**config.mk**
```make
export PLATFORM = sky130hd
export DESIGN_NAME = doorbell_unit
export DESIGN_NICKNAME = d
export VERILOG_FILES = /design/src/rtl/db_pkg.sv /design/src/rtl/db_trigger_decode.sv /design/src/rtl/db_cpu_bank.sv /design/src/rtl/db_summary.sv /design/src/rtl/doorbell_unit.sv
export SDC_FILE = /design/constraint.sdc
export NUM_CORES = 1
export LEC_CHECK = 0
export BUFFER_PORTS_ARGS = -buffer_cell sky130_fd_sc_hd__buf_2
export CORE_ASPECT_RATIO = 1.4
export CORE_MARGIN = 5
export CORE_UTILIZATION = 50
export CTS_CLUSTER_DIAMETER = 80
export DETAILED_ROUTE_END_ITERATION = 6
export PLACE_DENSITY = 0.71
export SYNTH_ARGS = -nofsm -noshare
export SYNTH_HDL_FRONTEND = slang
export SYNTH_SLANG_ARGS = --single-unit
```
**constraint.sdc**
```tcl
create_clock -name clk -period 5.15 [get_ports clk]
set_clock_uncertainty 0.1 [all_clocks]
set_input_delay 1.03 -clock clk [delete_from_list [all_inputs] [get_ports clk]]
set_output_delay 1.03 -clock clk [all_outputs]
set_load 0.02 [all_outputs]
```
**src/rtl/db_pkg.sv**
```systemverilog
package db_pkg;
  localparam int BELLS = 32;
  localparam int BELL_W = 5;
  localparam int MAP_LSB = 8;
  localparam logic [3:0] OFF_TRIG  = 4'h4;
  localparam logic [3:0] OFF_CAUSE = 4'h8;
  localparam logic [3:0] OFF_MASK  = 4'hC;

  function automatic logic [BELLS-1:0] lo_group(input logic full_msi);
    return full_msi ? 32'h0000_FFFF : 32'h0000_00FF;
  endfunction

  function automatic logic [BELLS-1:0] hi_group();
    return 32'hFFFF_0000;
  endfunction
endpackage

```
**src/rtl/db_trigger_decode.sv**
```systemverilog
module db_trigger_decode
  import db_pkg::*;
#(
  parameter int NUM_CPUS = 2
) (
  input  logic                           cpu_trig,
  input  logic [BELLS-1:0]               cpu_data,
  input  logic                           msi_trig,
  input  logic [BELLS-1:0]               msi_data,
  output logic [NUM_CPUS-1:0][BELLS-1:0] set_vec
);
  logic [BELLS-1:0] cpu_onehot, msi_onehot;

  assign cpu_onehot = 32'd1 << cpu_data[BELL_W-1:0];
  assign msi_onehot = 32'd1 << msi_data[BELL_W-1:0];

  for (genvar c = 0; c < NUM_CPUS; c++) begin : g_cpu
    logic [BELLS-1:0] from_cpu, from_msi;
    assign from_cpu = (cpu_trig && cpu_data[MAP_LSB+c]) ? cpu_onehot : '0;
    assign from_msi = (msi_trig && msi_data[MAP_LSB+c]) ? msi_onehot : '0;
    assign set_vec[c] = from_cpu | from_msi;
  end
endmodule

```
**src/rtl/db_cpu_bank.sv**
```systemverilog
module db_cpu_bank
  import db_pkg::*;
(
  input  logic             clk,
  input  logic             rst_n,
  input  logic [BELLS-1:0] set_bits,
  input  logic             clr_we,
  input  logic [BELLS-1:0] clr_data,
  input  logic             mask_we,
  input  logic [BELLS-1:0] mask_data,
  output logic [BELLS-1:0] cause_q,
  output logic [BELLS-1:0] mask_q
);
  logic [BELLS-1:0] kept;

  assign kept = clr_we ? (cause_q & clr_data) : cause_q;

  always_ff @(posedge clk) begin
    if (!rst_n) begin
      cause_q <= '0;
      mask_q  <= '0;
    end else begin
      cause_q <= kept | set_bits;
      if (mask_we) mask_q <= mask_data;
    end
  end

  AST_TRIG_SETS: assert property (@(posedge clk) disable iff (!rst_n)
    (set_bits != '0) |=> ((cause_q & $past(set_bits)) == $past(set_bits)));

  AST_CLEAR_BY_ZERO: assert property (@(posedge clk) disable iff (!rst_n)
    ((($past(cause_q) & ~cause_q) & ~($past(clr_we) ? ~$past(clr_data) : '0)) == '0));

  AST_MASK_HOLDS: assert property (@(posedge clk) disable iff (!rst_n)
    !mask_we |=> $stable(mask_q));
endmodule

```
**src/rtl/db_summary.sv**
```systemverilog
module db_summary
  import db_pkg::*;
(
  input  logic             clk,
  input  logic             rst_n,
  input  logic             full_msi,
  input  logic [BELLS-1:0] cause,
  input  logic [BELLS-1:0] mask,
  output logic             lo,
  output logic             hi
);
  logic [BELLS-1:0] live;

  assign live = cause & mask;
  assign lo = |(live & lo_group(full_msi));
  assign hi = |(live & hi_group());

  AST_MASK_GATES: assert property (@(posedge clk) disable iff (!rst_n)
    (mask == '0) |-> (!lo && !hi));

  AST_MID_BELLS_IDLE: assert property (@(posedge clk) disable iff (!rst_n)
    (!full_msi && (cause[7:0] & mask[7:0]) == '0) |-> !lo);
endmodule

```
**src/rtl/doorbell_unit.sv**
```systemverilog
module doorbell_unit
  import db_pkg::*;
#(
  parameter int NUM_CPUS = 2,
  localparam int CPU_W = (NUM_CPUS > 1) ? $clog2(NUM_CPUS) : 1
) (
  input  logic                clk,
  input  logic                rst_n,
  input  logic                mode_full_msi,
  input  logic                reg_we,
  input  logic                reg_re,
  input  logic [CPU_W-1:0]    reg_cpu,
  input  logic [3:0]          reg_addr,
  input  logic [31:0]         reg_wdata,
  output logic [31:0]         reg_rdata,
  input  logic                msi_we,
  input  logic [31:0]         msi_data,
  output logic [NUM_CPUS-1:0] sum_lo,
  output logic [NUM_CPUS-1:0] sum_hi
);
  logic [NUM_CPUS-1:0][BELLS-1:0] set_vec;
  logic [NUM_CPUS-1:0][BELLS-1:0] cause_all;
  logic [NUM_CPUS-1:0][BELLS-1:0] mask_all;
  logic                           trig_we;
  logic [31:0]                    rd_next;

  assign trig_we = reg_we && (reg_addr == OFF_TRIG);

  db_trigger_decode #(.NUM_CPUS(NUM_CPUS)) u_decode (
    .cpu_trig (trig_we),
    .cpu_data (reg_wdata),
    .msi_trig (msi_we),
    .msi_data (msi_data),
    .set_vec  (set_vec)
  );

  for (genvar c = 0; c < NUM_CPUS; c++) begin : g_cpu
    logic own;
    assign own = (reg_cpu == CPU_W'(c));

    db_cpu_bank u_bank (
      .clk       (clk),
      .rst_n     (rst_n),
      .set_bits  (set_vec[c]),
      .clr_we    (reg_we && own && (reg_addr == OFF_CAUSE)),
      .clr_data  (reg_wdata),
      .mask_we   (reg_we && own && (reg_addr == OFF_MASK)),
      .mask_data (reg_wdata),
      .cause_q   (cause_all[c]),
      .mask_q    (mask_all[c])
    );

    db_summary u_sum (
      .clk      (clk),
      .rst_n    (rst_n),
      .full_msi (mode_full_msi),
      .cause    (cause_all[c]),
      .mask     (mask_all[c]),
      .lo       (sum_lo[c]),
      .hi       (sum_hi[c])
    );
  end

  always_comb begin
    rd_next = '0;
    if (reg_re) begin
      if (reg_addr == OFF_CAUSE) rd_next = cause_all[reg_cpu];
      else if (reg_addr == OFF_MASK) rd_next = mask_all[reg_cpu];
    end
  end

  always_ff @(posedge clk) begin
    if (!rst_n) reg_rdata <= '0;
    else        reg_rdata <= rd_next;
  end

  AST_READ_MASK: assert property (@(posedge clk) disable iff (!rst_n)
    (reg_re && !reg_we && reg_addr == OFF_MASK) |=> (reg_rdata == $past(mask_all[reg_cpu])));

  AST_READ_OTHER_ZERO: assert property (@(posedge clk) disable iff (!rst_n)
    (reg_re && reg_addr != OFF_MASK && reg_addr != OFF_CAUSE) |=> (reg_rdata == '0));
endmodule

```
### Yosys cells after proc, flatten, opt, wreduce, memory -nomap -nowiden

Cells that the tools add are included.

| storage, ports and cells | value |
|---|---|
| memory bits (writable) | 0 |
| bits in latches | 0 |
| register bits after elaboration | 160 |
| bits in read-only memories | 0 |
| memories kept | 0 |

| cells by class | value |
|---|---|
| $add $sub $neg | 0 |
| bitwise gates (word level) | 11 |
| div/mod/pow operators | 0 |
| $mul | 0 |
| shift-type cells | 2 |
| reduce and logical (&&, ||, !) cells | 16 |
| equality and inequality tests | 3 |
| muxes and demuxes | 13 |
| $lt $le $gt $ge | 1 |

Operators by type and width:

| cell | number |
|---|---|
| 2-to-1 mux 32 bit | 12 |
| bitwise AND 32 bit | 5 |
| bitwise OR 32 bit | 4 |
| OR reduction 32 bit | 2 |
| left shift 1 x 5 -> 32 bit (first input constant) | 2 |
| bitwise AND 32 x 16 -> 32 bit | 1 |
| OR reduction 16 bit | 2 |
| 2-to-1 mux 16 bit | 1 |
| logical AND 1 bit | 11 |
| equality test 4 bit (second input constant) | 2 |
| equality test 4 x 3 -> 1 bit (second input constant) | 1 |
| < comparator 1 x 2 -> 1 bit (second input constant) | 1 |
| AND reduction 2 bit | 1 |
| NOT 1 bit | 1 |

### Depth between registers and ports, before layout

| depth | value |
|---|---|
| depth after elaboration | 6 |
| mapped depth | 6 |
| depth with buffers taken out | 3 |

### Modules after synthesis

From an unflattened synthesis, not the netlist that was laid out.

| second synthesis, totals | value |
|---|---|
| cell total of the unflattened synthesis | 834 |
| area total of the unflattened synthesis | 7963.9 sq um |

Modules (own cells, without submodules):

| module | area an instance (sq um) | seq. area each (sq um) | times used | cells each |
|---|---|---|---|---|
| db_cpu_bank | 2441.1 | 1281.2 | 2 | 238 |
| doorbell_unit | 1874.3 | 640.6 | 1 | 192 |
| db_trigger_decode | 879.6 | 0.0 | 1 | 124 |
| db_summary | 163.9 | 0.0 | 2 | 21 |

### Least setup slack after synthesis

OpenSTA, ideal clock, no wires.

| timing path | value |
|---|---|
| path type | input to output |
| start point | in mode_full_msi |
| end point | out sum_lo[0] |
| path slack | 2.607 ns |
| data arrival time | 1.413 ns |
| stages on the path | 2 |
| cell sequence | a211o_1 -> buf_4 |

| between the ends | value |
|---|---|
| longest elaborated chain between the ends | 3 |

Ends and longest elaborated chain:

| element | line | text |
|---|---|---|
| start: declaration | doorbell_unit.sv:9 | `input logic mode_full_msi,` |
| 2-to-1 mux 16 bit | db_pkg.sv:10 | `return full_msi ? 32'h0000_FFFF : 32'h0000_00FF;` |
| bitwise AND 32 bit | db_summary.sv:15 | `assign lo = \|(live & lo_group(full_msi));` |
| OR reduction 32 bit | db_summary.sv:15 |  |
| end: declaration | doorbell_unit.sv:18 | `output logic [NUM_CPUS-1:0] sum_lo,` |

Every way passes these cells.

### Worst setup path after layout

| timing path | value |
|---|---|
| start point | in reg_cpu |
| end point | reg g_cpu[1].u_bank.cause_q[29] |

| between the ends | value |
|---|---|
| longest elaborated chain between the ends | 4 |

Ends and longest elaborated chain:

| element | line | text |
|---|---|---|
| start: declaration | doorbell_unit.sv:12 | `input logic [CPU_W-1:0] reg_cpu,` |
| logical AND 1 bit (2 in a row) | doorbell_unit.sv:45 | `.clr_we (reg_we && own && (reg_addr == OFF_CAUSE)),` |
| 2-to-1 mux 32 bit | db_cpu_bank.sv:16 | `assign kept = clr_we ? (cause_q & clr_data) : cause_q;` |
| bitwise OR 32 bit | db_cpu_bank.sv:23 | `cause_q <= kept \| set_bits;` |
| end signal: assignment | db_cpu_bank.sv:23 |  |
| end: declaration | db_cpu_bank.sv:11 | `output logic [BELLS-1:0] cause_q,` |

Every way passes these cells.
A chain may end at the register's enable or synchronous reset.

==> flow_summary.yaml <==
outcome:
  status: "finished clean"
clocking:
  cts_made_buffers: 17
  holdBufCountCts: 0
  cts_setup_buffers: 0
  cts_tree: "done"
  htree_levels: 4
  clk_path_buf_depth: 2
  cts.repair.resized: 0
  clk_latency_ns: 0.42
  clock-sinks: 160
  clk_pin_slew_ns: 0.07
  clockRootBuffer: "clkbuf_16"
cells_and_area:
  final_common_cell: "dfxtp_1"
  layout.cells.most_common_list: "dfxtp_1 (160), buf_2 (83), nand3_1 (75)"
  multi_input_area_sq_um: 4020
  fillers: 1368
  seq_area_sq_um: 3200
  area_growth_pct: 13.1
  drive_above_1_share: 0.154
  num_antenna_cells: 0
  nNetsFinal: 906
worst_hold_path:
  hold_path_end: "g_cpu[1].u_bank.mask_q[6]"
  hp-class: "reg -> reg"
  min_from: "g_cpu[1].u_bank.mask_q[6]"
  min_path_cells: 2
detailed_routing:
  vias: 7459
  drc: 0
  vias_per_cell: 7.21
  drtAntennaViolNets: 0
  wirelength_um: 25100
  avgRoutedWirePerCell_um: 24.2
  drt-pass1-iter-count: 5
  drtIter0Drc: 806
synthesis:
  ys_async_sr_fraction: 0
  syn_inst: 808
  avgSynthCellArea_sq_um: 9.42
  seq_area_frac_synth: 0.421
  synth_nets: 883
  syn-cell-area_sq_um: 7610
  yosysWarnings: 0
  synth-edff-count: 0
  synth.distinct_cells: 36
  synthFlopType: "dfxtp_1"
  ys_seq_elements: 160
worst_setup_path:
  r2r_end: "reg_rdata[20]"
  cpPeakStageDelay_ns: 0.74
  path_buf_inv: 3
  crit_type: "in -> reg"
  reg2reg_from: "g_cpu[0].u_bank.cause_q[20]"
  startpoint_type: "input pin"
  worstPathCellList: "buf_4 > buf_4 > nand2_1 > buf_4 > o311ai_0 > o221ai_1"
  worstSetupPathDepth: 6
  critical_path_required_ns: 5.32
  critPathMostFrequentCell: "buf_4"
  critical-path-top-delay-family: "buffers and inverters"
  arrival_ns: 3.22
  cp-end-kind: "register"
  worstPathMaxFanout: 64
  r2r_slack_ns: 3.89
  crit_slowest_cell: "buf_4"
  ff2ff_path_depth: 3
pwr:
  p_total_mw: 2.84
  power_switching_mw: 0.669
  power.leakage_nw: 3.11
  intPower_mw: 2.17
  peakVddDrop_uv: 193
  power_density_nw_per_um2: 330
  power_frac_clock: 0.492
  seqPwrFrac: 0.441
  power_frac_comb: 0.067
  netSwitchingFraction: 0.236
global_routing:
  grt_remaining_overflow: 0
  grt_pass1_wl_um: 39800
  use_met1: 0.335
  gr-usage-met3: 0.0563
  gr-usage-all-layers: 0.279
  grt_pass1_vias: 7280
  antenna_found_initial: 0
  top_usage_layer: "met2"
  met2_usage: 0.460
  grt_max_degree: 97
die:
  die_y_um: 156
  fp.dieW_um: 114
  row_count: 53
  io_pins: 111
  core_sq_um: 15000
  start_util: 0.508
  die_area_sq_um: 17800
placement:
  place.gp.congestion: 0.926
  dp_hpwl_um: 16200
  numPortBuffers: 85
timing:
  fin_crit_ns: 3.05
  slew_violations: 0
  finalSetupViolCount: 0
  hold_violations: 0
  slew_headroom: 0.307
  rsz0062_at_grt: "false"
  finalCritPeriodShare: 0.591
  tightest_slew_ns: 1.04
  max_freq_mhz: 328
  setup_tns_ns: 0
run:
  drv_cap: 0
==> final cells by class <==
| cell class | instances | share of cell area |
|---|---|---|
| multi-input combinational | 558 | 0.467 |
| clock inverter | 12 | 0.0241 |
| tap | 192 | 0.0279 |
| sequential | 160 | 0.372 |
| clock buffer | 18 | 0.0510 |
| timing repair buffer | 94 | 0.0579 |
==> worst min-delay path: stages, from the launching register on <==
cell and delay, ns:
dfxtp_1 0.32, o21ai_0 0.06, a21boi_0 0.07
==> cells in the mapped netlist (4+ instances only) <==
cell        n  area, sq um
dfxtp_1   160         3200
nand3_1    75          375
mux2i_1    64          641
o21ai_0    64          320
o221ai_1   64          561
a21boi_0   62          465
clkbuf_1   56          210
and3_1     33          206
o22ai_1    32          200
o311ai_0   32          280
o311ai_1   32          280
nand2_1    23         86.3
buf_1      17         63.8
a22oi_1    16          120
nand4_1    13         81.3
a221oi_1    8         70.1
a22o_1      8         70.1
nor2b_1     8         50.1
buf_2       6         30.0
buf_6       6         67.6
buf_4       5         37.5
nand4b_1    4         35.0
nor2_1      4         15.0
==> per-stage QoR <==
stage               setup slack (ns)  instances  utilization  area, sq um  hold WS, ns
floorplan                       2.61        808            -         7610        0.365
global placement                1.79       1004        0.531         7960        0.382
detailed placement              1.69       1004        0.531         7960        0.396
CTS                             2.12       1034        0.574         8610        0.407
global route                    1.96       1034        0.574         8610        0.426
finish                          2.10       1034        0.574         8610        0.405
==> cell families after synthesis <==
kind of cell    Yosys count  share of synthesized area
mux                      64                     0.0842
flops                   160                      0.421
buf+inv                  90                     0.0538
simple gates            172                      0.126
compound gates          322                      0.315
==> routing by layer <==
layer,up-vias,part of all wire
met1,3630,0.38
met5,-,0
met4,0,0.056
met3,94,0.074
met2,437,0.49
li1,3298,-
==> power by group through the flow <==
stage / Clock (mW) / Sequential (mW) / Combinational, mW
finish: 1.40 / 1.25 / 0.190
global route: 1.47 / 1.25 / 0.199
CTS: 1.40 / 1.25 / 0.184
detailed placement: 0 / 1.28 / 0.183
global placement: 0 / 1.28 / 0.178
floorplan: 0 / 1.28 / 0.112
==> flip-flops by register name, summed over array words and instances, names as in the netlist <==
| name | flops |
|---|---|
| g_cpu.u_bank.mask_q | 64 |
| g_cpu.u_bank.cause_q | 64 |
| reg_rdata | 32 |
==> worst max-delay path by stage <==
stage               slack, ns           from                           to
floorplan                2.61  mode_full_msi                    sum_lo[0]
global placement         1.79        reg_cpu  g_cpu[1].u_bank.cause_q[27]
detailed placement       1.69        reg_cpu  g_cpu[1].u_bank.cause_q[29]
CTS                      2.12        reg_cpu  g_cpu[1].u_bank.cause_q[29]
global route             1.96        reg_cpu  g_cpu[1].u_bank.cause_q[30]
finish                   2.10        reg_cpu  g_cpu[1].u_bank.cause_q[29]
Note: power is estimated with default switching activity, not from simulation.
